[src/rtl/brtc_pkg.sv]
package brtc_pkg;
    localparam int ADDR_W = 16;
    localparam int DATA_W = 8;
    localparam int PAGE_W = 11;
    localparam int OFF_W  = 8;
    localparam int KIND_W = 4;

    typedef enum logic [KIND_W-1:0] {
        BR_SHORT = 4'd0,  BR_JZ    = 4'd1,  BR_JNZ   = 4'd2,  BR_JC  = 4'd3,
        BR_JNC   = 4'd4,  BR_JB    = 4'd5,  BR_JNB   = 4'd6,  BR_JBC = 4'd7,
        BR_CMPNE = 4'd8,  BR_DECNZ = 4'd9,  BR_PJMP  = 4'd10, BR_PCALL = 4'd11,
        BR_LJMP  = 4'd12, BR_LCALL = 4'd13, BR_INDIR = 4'd14, BR_NOP = 4'd15
    } br_kind_e;

    typedef struct packed {
        logic              vld;
        logic              taken;
        logic [ADDR_W-1:0] target;
        logic              cy;
        logic [DATA_W-1:0] dec;
        logic              bclr;
    } br_res_t;
endpackage

[src/rtl/brtc_target.sv]
module brtc_target
    import brtc_pkg::*;
(
    input  br_kind_e          kind,
    input  logic [ADDR_W-1:0] next_pc,
    input  logic [OFF_W-1:0]  rel_off,
    input  logic [PAGE_W-1:0] abs_addr,
    input  logic [ADDR_W-1:0] long_addr,
    input  logic [DATA_W-1:0] acc,
    input  logic [ADDR_W-1:0] dptr,
    output logic [ADDR_W-1:0] target
);
    localparam int EXT_W = ADDR_W - OFF_W;
    localparam int ZPAD  = ADDR_W - DATA_W;

    logic [ADDR_W-1:0] rel_tgt;
    logic [ADDR_W-1:0] page_tgt;
    logic [ADDR_W-1:0] ind_tgt;

    always_comb begin
        rel_tgt  = next_pc + {{EXT_W{rel_off[OFF_W-1]}}, rel_off};
        page_tgt = {next_pc[ADDR_W-1:PAGE_W], abs_addr};
        ind_tgt  = dptr + {{ZPAD{1'b0}}, acc};
        unique case (kind)
            BR_PJMP, BR_PCALL: target = page_tgt;
            BR_LJMP, BR_LCALL: target = long_addr;
            BR_INDIR:          target = ind_tgt;
            BR_NOP:            target = next_pc;
            default:           target = rel_tgt;
        endcase
    end
endmodule

[src/rtl/brtc_cond.sv]
module brtc_cond
    import brtc_pkg::*;
(
    input  br_kind_e          kind,
    input  logic [DATA_W-1:0] acc,
    input  logic              cy_in,
    input  logic              bit_in,
    input  logic [DATA_W-1:0] cmp_a,
    input  logic [DATA_W-1:0] cmp_b,
    output logic              taken,
    output logic              cy_out,
    output logic [DATA_W-1:0] dec_val,
    output logic              bit_clr
);
    logic              acc_zero;
    logic [DATA_W-1:0] dec_raw;

    always_comb begin
        acc_zero = (acc == '0);
        dec_raw  = cmp_a - DATA_W'(1);
        cy_out   = cy_in;
        dec_val  = cmp_a;
        bit_clr  = 1'b0;
        taken    = 1'b0;
        unique case (kind)
            BR_JZ:    taken = acc_zero;
            BR_JNZ:   taken = !acc_zero;
            BR_JC:    taken = cy_in;
            BR_JNC:   taken = !cy_in;
            BR_JB:    taken = bit_in;
            BR_JNB:   taken = !bit_in;
            BR_JBC: begin
                taken   = bit_in;
                bit_clr = bit_in;
            end
            BR_CMPNE: begin
                taken  = (cmp_a != cmp_b);
                cy_out = (cmp_a < cmp_b);
            end
            BR_DECNZ: begin
                dec_val = dec_raw;
                taken   = (dec_raw != '0);
            end
            BR_NOP:   taken = 1'b0;
            default:  taken = 1'b1;
        endcase
    end
endmodule

[src/rtl/brtc_unit.sv]
module brtc_unit
    import brtc_pkg::*;
(
    input  logic              clk,
    input  logic              rst_n,
    input  logic              req_vld,
    input  logic [KIND_W-1:0] op_type,
    input  logic [ADDR_W-1:0] next_pc,
    input  logic [OFF_W-1:0]  rel_off,
    input  logic [PAGE_W-1:0] abs_addr,
    input  logic [ADDR_W-1:0] long_addr,
    input  logic [DATA_W-1:0] acc,
    input  logic [ADDR_W-1:0] dptr,
    input  logic              cy_in,
    input  logic              bit_in,
    input  logic [DATA_W-1:0] cmp_a,
    input  logic [DATA_W-1:0] cmp_b,
    output logic              res_vld,
    output logic              taken,
    output logic [ADDR_W-1:0] target,
    output logic              cy_out,
    output logic [DATA_W-1:0] dec_val,
    output logic              bit_clr
);
    br_kind_e          kind;
    logic [ADDR_W-1:0] tgt_c;
    logic              tkn_c, cy_c, bclr_c;
    logic [DATA_W-1:0] dec_c;
    br_res_t           res_d, res_q;

    assign kind = br_kind_e'(op_type);

    brtc_target u_target (
        .kind(kind), .next_pc(next_pc), .rel_off(rel_off), .abs_addr(abs_addr),
        .long_addr(long_addr), .acc(acc), .dptr(dptr), .target(tgt_c)
    );

    brtc_cond u_cond (
        .kind(kind), .acc(acc), .cy_in(cy_in), .bit_in(bit_in),
        .cmp_a(cmp_a), .cmp_b(cmp_b), .taken(tkn_c), .cy_out(cy_c),
        .dec_val(dec_c), .bit_clr(bclr_c)
    );

    always_comb begin
        res_d       = res_q;
        res_d.vld   = req_vld;
        res_d.taken = 1'b0;
        res_d.bclr  = 1'b0;
        if (req_vld) begin
            res_d.taken  = tkn_c;
            res_d.target = tgt_c;
            res_d.cy     = cy_c;
            res_d.dec    = dec_c;
            res_d.bclr   = bclr_c;
        end
    end

    always_ff @(posedge clk) begin
        if (!rst_n) res_q <= '0;
        else        res_q <= res_d;
    end

    assign res_vld = res_q.vld;
    assign taken   = res_q.taken;
    assign target  = res_q.target;
    assign cy_out  = res_q.cy;
    assign dec_val = res_q.dec;
    assign bit_clr = res_q.bclr;

    AST_IDLE_QUIET: assert property (@(posedge clk) disable iff (!rst_n)
        !res_vld |-> (!taken && !bit_clr));
    AST_REL_TARGET: assert property (@(posedge clk) disable iff (!rst_n)
        (res_vld && $past(op_type) <= 4'd9) |->
        target == $past(next_pc) + {{(ADDR_W-OFF_W){$past(rel_off[OFF_W-1])}}, $past(rel_off)});
    AST_PAGE_KEEP: assert property (@(posedge clk) disable iff (!rst_n)
        (res_vld && ($past(op_type) == 4'd10 || $past(op_type) == 4'd11)) |->
        (target[ADDR_W-1:PAGE_W] == $past(next_pc[ADDR_W-1:PAGE_W]) && taken));
    AST_BCLR_TAKEN: assert property (@(posedge clk) disable iff (!rst_n)
        bit_clr |-> (taken && $past(op_type) == 4'd7));
    AST_CMP_CARRY: assert property (@(posedge clk) disable iff (!rst_n)
        (res_vld && $past(op_type) == 4'd8) |-> (cy_out == ($past(cmp_a) < $past(cmp_b))));
    AST_DEC_TAKEN: assert property (@(posedge clk) disable iff (!rst_n)
        (res_vld && $past(op_type) == 4'd9) |-> (taken == (dec_val != '0)));
    AST_NOP_IDLE: assert property (@(posedge clk) disable iff (!rst_n)
        (res_vld && $past(op_type) == 4'd15) |-> (!taken && target == $past(next_pc)));
endmodule

[config.mk]
export PLATFORM = sky130hd
export DESIGN_NAME = brtc_unit
export DESIGN_NICKNAME = d
export VERILOG_FILES = /design/src/rtl/brtc_pkg.sv /design/src/rtl/brtc_target.sv /design/src/rtl/brtc_cond.sv /design/src/rtl/brtc_unit.sv
export SDC_FILE = /design/constraint.sdc
export NUM_CORES = 1
export LEC_CHECK = 0
export BUFFER_PORTS_ARGS = -buffer_cell sky130_fd_sc_hd__clkbuf_2
export CAP_MARGIN = 20
export CORE_MARGIN = 5
export CORE_UTILIZATION = 51
export CTS_BUF_LIST = sky130_fd_sc_hd__clkbuf_2 sky130_fd_sc_hd__clkbuf_4 sky130_fd_sc_hd__clkbuf_8
export DETAILED_ROUTE_END_ITERATION = 10
export PLACE_DENSITY = 0.81
export SLEW_MARGIN = 20
export SYNTH_ARGS = -nofsm -noshare
export SYNTH_HDL_FRONTEND = slang
export SYNTH_SLANG_ARGS = --single-unit
[constraint.sdc]
create_clock -name clk -period 3.7 [get_ports clk]
set_input_delay 1.11 -clock clk [delete_from_list [all_inputs] [get_ports clk]]
set_output_delay 1.11 -clock clk [all_outputs]
set_load 0.05 [all_outputs]
==> metrics.md <==
| Metric | Value |
|---|---|
| CTS sink count | `28` |
| Launching element type of the critical path | `input pin` |
| Maximum VDD drop | `roughly 0.17 mV` |
| Post-CTS Resized | `0` |
| Crit-path leading delay family | `compound AO/OA/AOI/OAI gates` |
| First-pass GRT wire length | `16.2 mm` |
| Die Footprint | `a little under 8000 sq um` |
| Setup TNS | `0 ns` |
| Fin nets | `approximately 680` |
| Area growth syn-to-layout | `24.3%` |
| Syn_area_per_cell | `between 7 and 8 sq um` |
| DR vias | `~3700` |
| Final Hold Fails | `0` |
| GRT Residual Overflow | `0` |
| Drt first pass iters | `5` |
| Post-synthesis sequential area ratio | `between 10% and 20%` |
| Max Clk Rate | `338 MHz` |
| Ys async rst share | `0%` |
| Final worst path period need | `2.96 ns` |
| Maxcap violations | `0` |
| CTS Buf Count | `3` |
| Area of the core | `~6000 sq um` |
| Routability cong. | `~0.91` |
| Most common cell after layout, fill and taps aside | `clkbuf_2` |
| FP Rows | `28` |
| Arrival @ worst endpoint | `approximately 3.1 ns` |
| Mapped cell area | `between 3000 and 4000 sq um` |
| Post-CTS Setup Bufs | `0` |
| Pin count of the biggest net entering global routing | `27` |
| Hold_buf cts | `0` |
| Relative slew margins | `52.4%` |
| Post-synth EDFFs | `0` |
| RSZ-0062 raised after global routing | `no` |
| Worst stage delay on the critical path | `about 0.43 ns` |
| CP max stage cell | `fa_1` |
| Most frequent cells in the layout | `clkbuf_2, o21ai_0, nor2_1` |
| Setup CP Type | `input pin to flip-flop` |
| Dominant synthesized flop cell | `dfxtp_1` |
| Die W | `approximately 89 um` |
| Post-Syn Nets | `556` |
| Finish-stage setup viols | `0` |
| Wire per inst | `roughly 17 um` |
| Post-DRT Antenna Nets | `0` |
| Iter 0 DRT Violations | `between 200 and 250` |
| Worst-path clk slew | `~0.11 ns` |
| Fraction of layout cells with a size suffix above 1 | `a little over a quarter` |
| Max FO, Critical Path | `4` |
| PortBufs | `~130` |
| IO Count | `~130` |
| WP buf/inv | `2` |
| Initial core utilization | `between 50% and 60%` |
| Number of global-route vias before repair | `3491` |
| Pleak | `approximately 1.9 nW` |
| Pwr dens | `286 nW/um^2` |
| Setup ws final | `0.742 ns` |
| CTS tree | `built` |
| Worst EP required | `between 3 and 4 ns` |
| Clock insertion delay at the later pin of the skew report | `approximately 0.28 ns` |
| Vias/cell | `5.95` |
| Initial antenna violation count | `0` |
| Worst slack at placement | `0.445 ns` |
| Drt drc | `0` |
| Outcome | `complete, no violations` |
| Final number of max-transition violations | `0` |
| Slew @ Worst Pin | `around 0.7 ns` |
| Final period util | `between 70 and 80%` |
| Crit end category | `flip-flop` |
| Root buffer cell | `clkbuf_8` |
| HP Class | `flip-flop to flip-flop` |
| Worst clock skew | `0 ns` |
| Synthesized instance count | `~420` |
| Htree depth | `1` |
| Tot GR Track Use | `roughly a quarter` |
| Routed WL | `between 10 and 15 mm` |
| Final antenna diode count | `0` |
| CP Cell Sequence | `clkbuf_2 -> ha_1 -> inv_1 -> fa_1 -> nor2b_4 -> o31a_1 -> o21a_1 -> a311oi_2 -> o31ai_1 -> mux2i_1 -> o21ai_1` |
| Yosys reg bits | `28` |
| Post-synthesis cell type count | `60` |
| Yosys warning count | `0` |
| Die Y | `88.7 um` |
| Clock Path Buffers | `2` |
| Dpl hpwl | `roughly 8.6 mm` |
[Yosys cell counts, types with 4 or more instances]
master / instances / area, sq um
a21o_1: 6 / 45.0
inv_1: 26 / 97.6
mux2i_1: 4 / 40.0
a21boi_1: 4 / 30.0
nor4_1: 4 / 25.0
o31ai_1: 6 / 45.0
o21ai_1: 7 / 35.0
xnor2_1: 15 / 131
a221oi_1: 9 / 78.8
and3_1: 5 / 31.3
o21a_1: 9 / 67.6
a31oi_1: 9 / 56.3
o211ai_1: 4 / 30.0
o21ai_0: 35 / 175
xor2_1: 14 / 123
a21oi_1: 24 / 120
clkbuf_1: 12 / 45.0
a211oi_1: 7 / 52.6
nor2b_1: 6 / 37.5
nand3_1: 12 / 60.1
dfxtp_1: 28 / 561
nor2_1: 34 / 128
a22oi_1: 6 / 45.0
nand2_1: 30 / 113
a221o_1: 6 / 60.1
nor3_1: 8 / 40.0
ha_1: 33 / 413
o211a_1: 6 / 60.1
[flip-flops by register name, indices dropped and copies added, names as in the netlist]
signal,cells
target,16
dec_val,8
bit_clr,1
cy_out,1
res_vld,1
taken,1
[metrics by stage]
stage	utilization (%)	instances	hold slack [ns]	power [mW]	instance area (sq um)
4_1_cts	65.9	615	0.475	1.11	3920
3_3_place_gp	64.7	611	0.454	0.858	3850
5_1_grt	65.9	615	0.510	1.18	3920
6_report	65.9	615	0.476	1.12	3920
2_1_floorplan	-	421	0.688	0.706	3160
3_5_place_dp	64.7	611	0.460	0.867	3850
[tightest hold or removal path: stages (launching register included)]
cell and delay, ns:
dfxtp_1 0.33, nand2_1 0.06, a21boi_1 0.05
[cell type report]
| class | count | area [sq um] |
|---|---|---|
| Clock inverter | 1 | 30.0 |
| Multi-Input combinational cell | 348 | 2420 |
| Fill cell | 550 | 2030 |
| Timing Repair Buffer | 131 | 666 |
| Tap cell | 75 | 93.8 |
| Sequential cell | 28 | 561 |
| Inverter | 29 | 109 |
| Clock buffer | 3 | 41.3 |
[routing by layer]
layer | global-route usage [%] | vias to the layer above | share of wire, %
met3 | 2.79 | 30 | 8.2
li1 | - | 1809 | -
met4 | 10.3 | 0 | 3.8
met2 | 43.2 | 188 | 46
met1 | 34.1 | 1632 | 42
met5 | 0 | - | 0
[report_power, final]
group	internal, mW	leakage [nW]	switching, mW
clock	0.145	0.0357	0.110
combinational	0.200	1.66	0.326
sequential	0.326	0.232	0.0145
total	0.672	1.93	0.451
[cells by family (layout without fill, tap and decap cells)]
logic type	Yosys count	after routing	synth area share, %
mux	4	4	1.27
fa+ha+maj	35	35	14.3
simple gates	123	123	19.4
xor+xnor	29	29	8.05
flops	28	28	17.8
buf+inv	45	164	5.47
compound gates	157	157	33.7
[path summary, 6_finish.rpt]
| check | startpoint | to | slack [ns] | cells after the start |
|---|---|---|---|---|
| max reg2reg | target[9]$_SDFFE_PN0P_ | target[9]$_SDFFE_PN0P_ | 2.53 | 3 |
| min | target[0]$_SDFFE_PN0P_ | target[0]$_SDFFE_PN0P_ | 0.48 | 2 |
| min reg2reg | target[0]$_SDFFE_PN0P_ | target[0]$_SDFFE_PN0P_ | 0.48 | 2 |
| max | next_pc[0] | target[14]$_SDFFE_PN0P_ | 0.74 | 11 |
Power figures use the tool's default switching activity.
